[config.mk]
export PLATFORM = sky130hd
export DESIGN_NAME = lcd_scan_capture
export DESIGN_NICKNAME = d
export VERILOG_FILES = /design/src/rtl/lcd_cap_pkg.sv /design/src/rtl/lcd_cap_sync.sv /design/src/rtl/lcd_cap_colshift.sv /design/src/rtl/lcd_cap_rowtok.sv /design/src/rtl/lcd_scan_capture.sv
export SDC_FILE = /design/constraint.sdc
export NUM_CORES = 2
export LEC_CHECK = 0
export BUFFER_PORTS_ARGS = -buffer_cell sky130_fd_sc_hd__buf_2
export CAP_MARGIN = 10
export CORE_ASPECT_RATIO = 0.9
export CORE_UTILIZATION = 26
export CTS_CLUSTER_DIAMETER = 120
export DETAILED_ROUTE_END_ITERATION = 10
export PLACE_DENSITY = 0.44
export SYNTH_ARGS = -nofsm -noshare
export SYNTH_HDL_FRONTEND = slang
export SYNTH_SLANG_ARGS = --single-unit
[constraint.sdc]
create_clock -name clk -period 2.7 [get_ports clk]
set_clock_uncertainty 0.15 [all_clocks]
set_input_delay 0.135 -clock clk [delete_from_list [all_inputs] [get_ports clk]]
set_output_delay 0.135 -clock clk [all_outputs]
set_load 0.1 [all_outputs]
[src/rtl/lcd_cap_pkg.sv]
package lcd_cap_pkg;

  localparam int unsigned SCAN_MAXW = 1024;

  typedef struct packed {
    logic dlo;
    logic dhi;
    logic mark;
    logic lat;
    logic col;
  } pins_t;

  localparam int unsigned PINS_W = $bits(pins_t);

  // Position of the lowest set bit among the first n bits of v (0 if none).
  function automatic int unsigned lowest_set(input logic [SCAN_MAXW-1:0] v,
                                             input int unsigned n);
    int unsigned idx;
    idx = 0;
    for (int unsigned i = n; i > 0; i--) begin
      if (v[i-1]) idx = i - 1;
    end
    return idx;
  endfunction

  // Line length is good only when exactly cols shifts were seen.
  function automatic logic length_ok(input int unsigned seen, input int unsigned cols);
    return seen == cols;
  endfunction

  // Saturating count of column shifts, capped at cols+1.
  function automatic int unsigned count_step(input int unsigned seen, input int unsigned cols);
    return (seen > cols) ? seen : seen + 1;
  endfunction

endpackage

[src/rtl/lcd_cap_sync.sv]
module lcd_cap_sync #(
  parameter int W     = 1,
  parameter int DEPTH = 2
) (
  input  logic         clk,
  input  logic         rst_n,
  input  logic [W-1:0] d,
  output logic [W-1:0] q
);
  logic [W-1:0] stg [DEPTH];

  for (genvar i = 0; i < DEPTH; i++) begin : g_stage
    if (i == 0) begin : g_first
      always_ff @(posedge clk or negedge rst_n) begin
        if (!rst_n) stg[i] <= '0;
        else        stg[i] <= d;
      end
    end else begin : g_next
      always_ff @(posedge clk or negedge rst_n) begin
        if (!rst_n) stg[i] <= '0;
        else        stg[i] <= stg[i-1];
      end
    end
  end

  assign q = stg[DEPTH-1];
endmodule

[src/rtl/lcd_cap_colshift.sv]
module lcd_cap_colshift #(
  parameter int STAGE_COLS = 80,
  parameter int NUM_STAGES = 3,
  localparam int COLS = STAGE_COLS * NUM_STAGES
) (
  input  logic            clk,
  input  logic            rst_n,
  input  logic            shift_en,
  input  logic            din,
  output logic [COLS-1:0] q
);
  logic [STAGE_COLS-1:0] st   [NUM_STAGES];
  logic                  feed [NUM_STAGES];

  // The serial input enters the top stage; each stage feeds the one below.
  // After COLS shifts the first bit sits in q[0].
  for (genvar s = 0; s < NUM_STAGES; s++) begin : g_stage
    if (s == NUM_STAGES - 1) begin : g_head
      assign feed[s] = din;
    end else begin : g_link
      assign feed[s] = st[s+1][0];
    end

    always_ff @(posedge clk or negedge rst_n) begin
      if (!rst_n)        st[s] <= '0;
      else if (shift_en) st[s] <= {feed[s], st[s][STAGE_COLS-1:1]};
    end

    assign q[s*STAGE_COLS +: STAGE_COLS] = st[s];
  end
endmodule

[src/rtl/lcd_cap_rowtok.sv]
module lcd_cap_rowtok
  import lcd_cap_pkg::*;
#(
  parameter int ROWS = 64,
  localparam int RW = (ROWS > 1) ? $clog2(ROWS) : 1
) (
  input  logic            clk,
  input  logic            rst_n,
  input  logic            adv,
  input  logic            mark,
  output logic [ROWS-1:0] tok_q,
  output logic [ROWS-1:0] tok_next,
  output logic            tok_next_empty,
  output logic [RW-1:0]   row_next
);
  localparam logic [ROWS-1:0] TOK_ROW0 = {{(ROWS-1){1'b0}}, 1'b1};

  // The marker reloads a single token at row 0; otherwise the token moves down one row.
  assign tok_next       = mark ? TOK_ROW0 : (tok_q << 1);
  assign tok_next_empty = (tok_next == '0);
  assign row_next       = RW'(lowest_set(SCAN_MAXW'(tok_next), ROWS));

  always_ff @(posedge clk or negedge rst_n) begin
    if (!rst_n)   tok_q <= '0;
    else if (adv) tok_q <= tok_next;
  end
endmodule

[src/rtl/lcd_scan_capture.sv]
module lcd_scan_capture
  import lcd_cap_pkg::*;
#(
  parameter int STAGE_COLS = 80,
  parameter int NUM_STAGES = 3,
  parameter int HALF_ROWS  = 64,
  parameter int SYNC_DEPTH = 2,
  localparam int COLS = STAGE_COLS * NUM_STAGES,
  localparam int RW   = (HALF_ROWS > 1) ? $clog2(HALF_ROWS) : 1,
  localparam int CW   = $clog2(COLS + 2)
) (
  input  logic            clk,
  input  logic            rst_n,
  input  logic            col_clk_i,
  input  logic            line_latch_i,
  input  logic            first_line_i,
  input  logic            data_hi_i,
  input  logic            data_lo_i,
  output logic            line_valid_o,
  output logic [RW-1:0]   row_o,
  output logic [COLS-1:0] upper_line_o,
  output logic [COLS-1:0] lower_line_o,
  output logic            frame_start_o,
  output logic            length_error_o,
  output logic            sync_error_o
);
  // Input synchronisation
  logic [PINS_W-1:0] pins_raw;
  logic [PINS_W-1:0] pins_sync;
  pins_t             pin;

  assign pins_raw = {data_lo_i, data_hi_i, first_line_i, line_latch_i, col_clk_i};

  lcd_cap_sync #(.W(PINS_W), .DEPTH(SYNC_DEPTH)) u_sync (
    .clk  (clk),
    .rst_n(rst_n),
    .d    (pins_raw),
    .q    (pins_sync)
  );
  assign pin = pins_t'(pins_sync);

  // Rising-edge events on the two strobes
  logic col_prev, lat_prev;
  logic col_evt, lat_evt;

  always_ff @(posedge clk or negedge rst_n) begin
    if (!rst_n) begin
      col_prev <= 1'b0;
      lat_prev <= 1'b0;
    end else begin
      col_prev <= pin.col;
      lat_prev <= pin.lat;
    end
  end

  assign col_evt = pin.col & ~col_prev;
  assign lat_evt = pin.lat & ~lat_prev;

  // Column registers, one per half
  logic [COLS-1:0] hi_q, lo_q;

  lcd_cap_colshift #(.STAGE_COLS(STAGE_COLS), .NUM_STAGES(NUM_STAGES)) u_col_hi (
    .clk     (clk),
    .rst_n   (rst_n),
    .shift_en(col_evt),
    .din     (pin.dhi),
    .q       (hi_q)
  );

  lcd_cap_colshift #(.STAGE_COLS(STAGE_COLS), .NUM_STAGES(NUM_STAGES)) u_col_lo (
    .clk     (clk),
    .rst_n   (rst_n),
    .shift_en(col_evt),
    .din     (pin.dlo),
    .q       (lo_q)
  );

  // Row token
  logic [HALF_ROWS-1:0] tok_q, tok_next;
  logic                 tok_next_empty;
  logic [RW-1:0]        row_next;

  lcd_cap_rowtok #(.ROWS(HALF_ROWS)) u_rowtok (
    .clk           (clk),
    .rst_n         (rst_n),
    .adv           (lat_evt),
    .mark          (pin.mark),
    .tok_q         (tok_q),
    .tok_next      (tok_next),
    .tok_next_empty(tok_next_empty),
    .row_next      (row_next)
  );

  // Column-shift count per line
  logic [CW-1:0] col_cnt;
  logic          len_bad;

  always_ff @(posedge clk or negedge rst_n) begin
    if (!rst_n)       col_cnt <= '0;
    else if (lat_evt) col_cnt <= '0;
    else if (col_evt) col_cnt <= CW'(count_step(int'(col_cnt), COLS));
  end

  assign len_bad = lat_evt & ~length_ok(int'(col_cnt), COLS);

  // Line write port and status
  always_ff @(posedge clk or negedge rst_n) begin
    if (!rst_n) begin
      line_valid_o   <= 1'b0;
      frame_start_o  <= 1'b0;
      row_o          <= '0;
      upper_line_o   <= '0;
      lower_line_o   <= '0;
      length_error_o <= 1'b0;
      sync_error_o   <= 1'b0;
    end else begin
      line_valid_o  <= 1'b0;
      frame_start_o <= 1'b0;
      if (len_bad) length_error_o <= 1'b1;
      if (lat_evt) begin
        if (tok_next_empty) begin
          sync_error_o <= 1'b1;
        end else begin
          line_valid_o  <= 1'b1;
          frame_start_o <= pin.mark;
          row_o         <= row_next;
          upper_line_o  <= hi_q;
          lower_line_o  <= lo_q;
        end
      end
    end
  end
endmodule

# [Word level (Yosys, flattened, before mapping)]
# Cells that the tools add are included.
[classes] addsub=1 magnitude_cmp=1 eq_ne=2 mux=72 bitwise=7 n_reduce_logical=5
[op_table] op="$mux W6" n=64
[op_table] op="$logic_not A64 Y1" n=1
[op_table] op="$mux W64" n=1
[op_table] op="$mux W8" n=3
[op_table] op="$add A8 B1 Y8 const B" n=1
[op_table] op="$eq A8 B8 Y1 const B" n=1
[op_table] op="$gt A8 B8 Y1 const B" n=1
[op_table] op="$reduce_and A2 Y1" n=3
[op_table] op="$mux W1" n=4
[op_table] op="$not A1 Y1" n=4
[op_table] op="$and A1 B1 Y1" n=3
[op_table] op="$ne A2 B2 Y1 const B" n=1
[op_table] op="$reduce_bool A2 Y1" n=1
[word_totals] register_bits=1053 inputBits=7 out_inout_bits=490

# [Logic depth before layout (Yosys ltp)]
[depth] word_depth=65 mapped_depth=9 mapped_depth_nobuf=8

# [By module]
# Synthesis repeated with hierarchy kept, for this count alone.
[unflattened] cells_unflattened=2492 hier_area_um2=44567.7
[by_module_without_submodules] module="lcd_scan_capture" instances=1 cells_each=1090 area_per_inst_um2=20803.7 seq_area_each_um2=12512.0
[by_module_without_submodules] module="lcd_cap_colshift" instances=2 cells_each=507 area_per_inst_um2=9930.8 seq_area_each_um2=6005.8
[by_module_without_submodules] module="lcd_cap_rowtok" instances=1 cells_each=373 area_per_inst_um2=3614.7 seq_area_each_um2=1601.5
[by_module_without_submodules] module="lcd_cap_sync" instances=1 cells_each=15 area_per_inst_um2=287.8 seq_area_each_um2=250.2

# [Worst setup path after synthesis]
# No wires, ideal clock.
[synth_timing] path_type="reg-to-reg" from="register u_sync.stg (netlist bit u_sync.q[2])" to="register lower_line_o[100]" setup_ns=0.126 arrival_ns=1.939 required_time_ns=2.424 path_slack_ns=0.484 stages_incl_launch_ff=9 path_buffers=3 period_less_slack_ns=2.216 cell_sequence="dfrtp_1 > buf_1 > a41oi_1 > nor3_2 > a21o_2 > inv_2 > buf_6 > buf_6 > mux2_4"
[synth_via] elab_chain_len=4
[synth_rtl] element="from (decl)" line="lcd_cap_sync.sv:10" text="logic [W-1:0] stg [DEPTH];"
[synth_rtl] element="from (signal, indexed assignment)" line="lcd_cap_sync.sv:21" text="else stg[i] <= stg[i-1];"
[synth_rtl] element="$mux W64" line="lcd_cap_rowtok.sv:19" text="assign tok_next = mark ? TOK_ROW0 : (tok_q << 1);"
[synth_rtl] element="$logic_not A64 Y1" line="lcd_cap_rowtok.sv:20" text="assign tok_next_empty = (tok_next == '0);"
[synth_rtl] element="$not A1 Y1 (no line)"
[synth_rtl] element="$reduce_and A2 Y1 (no line)"
[synth_rtl] element="to (signal assigned)" line="lcd_scan_capture.sv:128" text="lower_line_o <= lo_q;"
[synth_rtl] element="to (decl)" line="lcd_scan_capture.sv:22" text="output logic [COLS-1:0] lower_line_o,"
# Every way passes these cells.
# A chain may end at the register's enable or synchronous reset.

# [Final worst setup path]
[layout_timing] from="register u_rowtok.tok_q[50]" to="register upper_line_o[190]"
[layout_via] elab_chain_len=4
[layout_rtl] element="from (decl)" line="lcd_cap_rowtok.sv:11" text="output logic [ROWS-1:0] tok_q,"
[layout_rtl] element="from (signal assigned)" line="lcd_cap_rowtok.sv:25" text="else if (adv) tok_q <= tok_next;"
[layout_rtl] element="$mux W64" line="lcd_cap_rowtok.sv:19"
[layout_rtl] element="$logic_not A64 Y1" line="lcd_cap_rowtok.sv:20"
[layout_rtl] element="$not A1 Y1 (no line)"
[layout_rtl] element="$reduce_and A2 Y1 (no line)"
[layout_rtl] element="to (signal assigned)" line="lcd_scan_capture.sv:127" text="upper_line_o <= hi_q;"
[layout_rtl] element="to (decl)" line="lcd_scan_capture.sv:21" text="output logic [COLS-1:0] upper_line_o,"
# Every way passes these cells.

==> flow_summary.yaml <==
die:
  die_x_um: 424
  coreArea_sq_um: 158000
  dieArea_sq_um: 162000
  die_h_um: 381
  boundaryPins: 497
  initial_utilization_pct: 26.3
  rows: 138
synth:
  yosysUniqueCellTypes: 59
  synth-seq-cells: 1053
  ys_async_sr_fraction_pct: 100
  synth-edff-count: 0
  syn-instance-count: 2515
  synth_ff_type: "dfrtp_1"
  synth_area_per_cell_sq_um: 16.5
  syn_nets: 2524
  synth_area_sq_um: 41600
  yosysWarnings: 0
  ys_seq_area_share_pct: 63.4
detailed_routing:
  post_drt_via_cell_ratio: 4.17
  drc_errors: 17
  via_count: 22291
  drtIter0Drc: 1012
  wirelength_um: 100000
  wire_per_inst_um: 18.8
  firstDrtPassIters: 7
  antenna_left: 0
worst_setup_path:
  arrival_ns: 3.04
  slowest_delay_ns: 0.41
  required_ns: 3.16
  setup.worst_path.class: "reg -> reg"
  endpoint_kind: "flop"
  crit-reg2reg-capture: "upper_line_o[190]"
  reg2reg_depth: 8
  r2r_slack_ns: 0.11
  start_kind: "flop"
  r2r_start: "u_rowtok.tok_q[50]"
  cp_common_cell: "buf_12"
  path_max_fanout: 20
  crit_path_cell_trace: "nor4_4 -> a41oi_2 -> nor3_2 -> a21o_4 -> inv_16 -> buf_12 -> buf_12 -> mux2_4"
  cp_slowest_cell: "dfrtp_1"
grt:
  antenna_found_initial: 1
  grt_start_max_net_pins: 109
  grt_pass1_wl_um: 155000
  globalRouteTotalUtil_pct: 12.4
  grt_pass1_vias: 23237
  grt_overflow: 0
timing:
  worst_pin_slew_ns: 0.980
  final-setup-viol-count: 0
  fin_crit_sh_pct: 95.8
  timing.final.crit_period_ns: 2.59
  slew_headroom_pct: 34.7
  drv_slew: 0
  final-hold-violation-count: 0
  fmax_mhz: 387
  finalSetupTns_ns: 0
run_status:
  status: "finished with violations"
  violations: "design-rule violations"
cells_and_area:
  multi_input_area_sq_um: 14400
  drive_above_1_share_pct: 56.0
  final-seq-area_sq_um: 26400
  final_nets: 3167
  n_fill_cell: 15579
  area_delta_synth_final_pct: 24.4
  n_antenna_cell: 0
place:
  hpwl_um: 68000
  port_buffers: 496
  gp_congestion: 0.737
job:
  maxCapViolations: 0
clocking:
  cts_buffers: 117
  cts.sinks: 1053
  cts-root-buf: "clkbuf_16"
  path_clk_slew_ns: 0.06
  cts_tree: "yes"
  h-tree-depth: 3
  insertion_delay_ns: 0.74
  clock_path_buffers: 3
power:
  peakVddDrop_mv: 0.460
  p_per_area_nw_per_um2: 717
  leakage_nw: 26.7
  totalPowerFinal_mw: 37.1
worst_hold_path:
  hold_class: "in -> async"
## routing by layer
metal | vias up | global-route usage [%] | part of all wire [%] | wire [um]
li1 | 10261 | - | - | -
met1 | 11585 | 16.4 | 45 | 44800
met2 | 313 | 20.2 | 49 | 49400
met3 | 132 | 2.79 | 3.9 | 3860
met4 | 0 | 3.44 | 2.3 | 2310
met5 | - | 0 | 0 | 0
## cell families after synthesis
family | synth area share [%]
muxes | 29.7
buffers and inverters | 2.26
adders and majority gates | 0.0602
and+or+nand+nor | 2.30
DFF | 63.4
xor gates and xnor gates | 0.105
AOI/OAI and AO/OA | 2.20
## synth_stat cells, types with 5 or more instances
master    number  area, sq um
buf_6         46          518
o31ai_1       16          120
nor4_1        10         62.6
a21o_1         5         37.5
mux2_4       414         6220
nor2_1        48          180
clkbuf_1      65          244
mux2_2       546         6150
dfrtp_1     1053        26400
nand3_1        9         45.0
inv_1         14         52.6
buf_1         13         48.8
nand2b_1       7         43.8
nor4_2         6         75.1
buf_4          7         52.6
nand2_1      102          383
a21oi_1       23          115
o21ai_0       61          305
## power breakdown
group          leakage [nW]  total, mW  switching, mW  internal, mW
Sequential             14.6       16.6          0.357          16.2
Clock                  1.95       16.5           6.79          9.73
Combinational          10.2       3.98           2.85          1.13
Total                  26.7       37.1           10.0          27.1
## registers in the layout, indices dropped and copies added (netlist names), 6 cells and up
register / cells
lower_line_o: 240
u_col_hi.q: 240
u_col_lo.q: 240
upper_line_o: 240
u_rowtok.tok_q: 63
col_cnt: 8
row_o: 6
## how the worst max path moves through the flow
stage                                  start                end  slack, ns  cells past startpoint
after detailed placement  u_rowtok.tok_q[26]           row_o[1]       0.04                      9
final                     u_rowtok.tok_q[50]  upper_line_o[190]       0.11                      8
after floorplan                  u_sync.q[2]  lower_line_o[100]       0.48                      8
after global routing      u_rowtok.tok_q[21]  upper_line_o[100]     -0.002                      8
after global placement    u_rowtok.tok_q[26]           row_o[1]       0.04                      9
after CTS                 u_rowtok.tok_q[26]           row_o[1]       0.02                      9
## worst max-delay path, delay by kind of cell, from the launching register on
| family | cells | cell delay [ns] |
|---|---|---|
| buffers and inverters | 3 | 0.47 |
| AOI/OAI and AO/OA | 2 | 0.44 |
| muxes | 1 | 0.31 |
| and+or+nand+nor | 2 | 0.64 |
| DFF | 1 | 0.41 |
## per-stage QoR
step / utilization [%] / area (sq um) / hold slack (ns) / std cells / setup WS, ns
CTS: 32.7 / 51600 / 0.0608 / 5348 / 0.0194
global placement: 30.1 / 47500 / 0.000513 / 5126 / 0.0396
floorplan: - / 41600 / -0.311 / 2515 / 0.484
detailed placement: 30.1 / 47500 / 0.00147 / 5126 / 0.0408
global route: 32.7 / 51700 / 0.0907 / 5349 / -0.00156
finish: 32.7 / 51700 / 0.0995 / 5349 / 0.115
## placed cells by master (no fill, tap or decap), types with 3 or more instances in the layout
| cell | netlist | final |
|---|---|---|
| buf_2 | 0 | 495 |
| clkinv_2 | 0 | 17 |
| a211oi_1 | 3 | 3 |
| buf_4 | 7 | 103 |
| o31ai_1 | 16 | 16 |
| nor3_1 | 4 | 4 |
| nor4_1 | 10 | 8 |
| nor4_4 | 2 | 6 |
| nor2_1 | 48 | 48 |
| inv_1 | 14 | 14 |
| buf_12 | 0 | 46 |
| clkbuf_16 | 0 | 117 |
| o21ai_0 | 61 | 61 |
| bufinv_16 | 0 | 12 |
| clkinvlp_4 | 0 | 6 |
| nand2b_1 | 7 | 5 |
| o2111ai_1 | 3 | 3 |
| a41oi_2 | 1 | 3 |
| inv_16 | 0 | 5 |
| nor4_2 | 6 | 4 |
| xor2_1 | 3 | 3 |
| nand3_1 | 9 | 9 |
| mux2_4 | 414 | 414 |
| dfrtp_1 | 1053 | 1053 |
| mux2_2 | 546 | 546 |
| clkbuf_1 | 65 | 25 |
| nand4_1 | 3 | 3 |
| a21oi_1 | 23 | 23 |
| clkbuf_8 | 0 | 21 |
| nand2_1 | 102 | 102 |
| a21o_1 | 5 | 5 |
| dlygate4sd3_1 | 0 | 11 |
| a31oi_1 | 4 | 4 |
## repair_timing
item                                   in CTS  in global routing
buffers inserted                            0                  1
resized for setup                           0                 12
endpoints found under the hold margin    1058                  0
setup endpoints to repair                   0                184
hold buffers                               12                  0
## area by class of cell
| type | count | share of cell area, % |
|---|---|---|
| multi-input combinational | 1314 | 27.8 |
| clock inverter | 47 | 1.31 |
| tap | 2100 | 5.08 |
| inverter | 16 | 0.148 |
| clock buffer | 163 | 6.40 |
| sequential | 1053 | 50.9 |
| timing repair buffer | 656 | 8.31 |
Power figures use the tool's default switching activity.
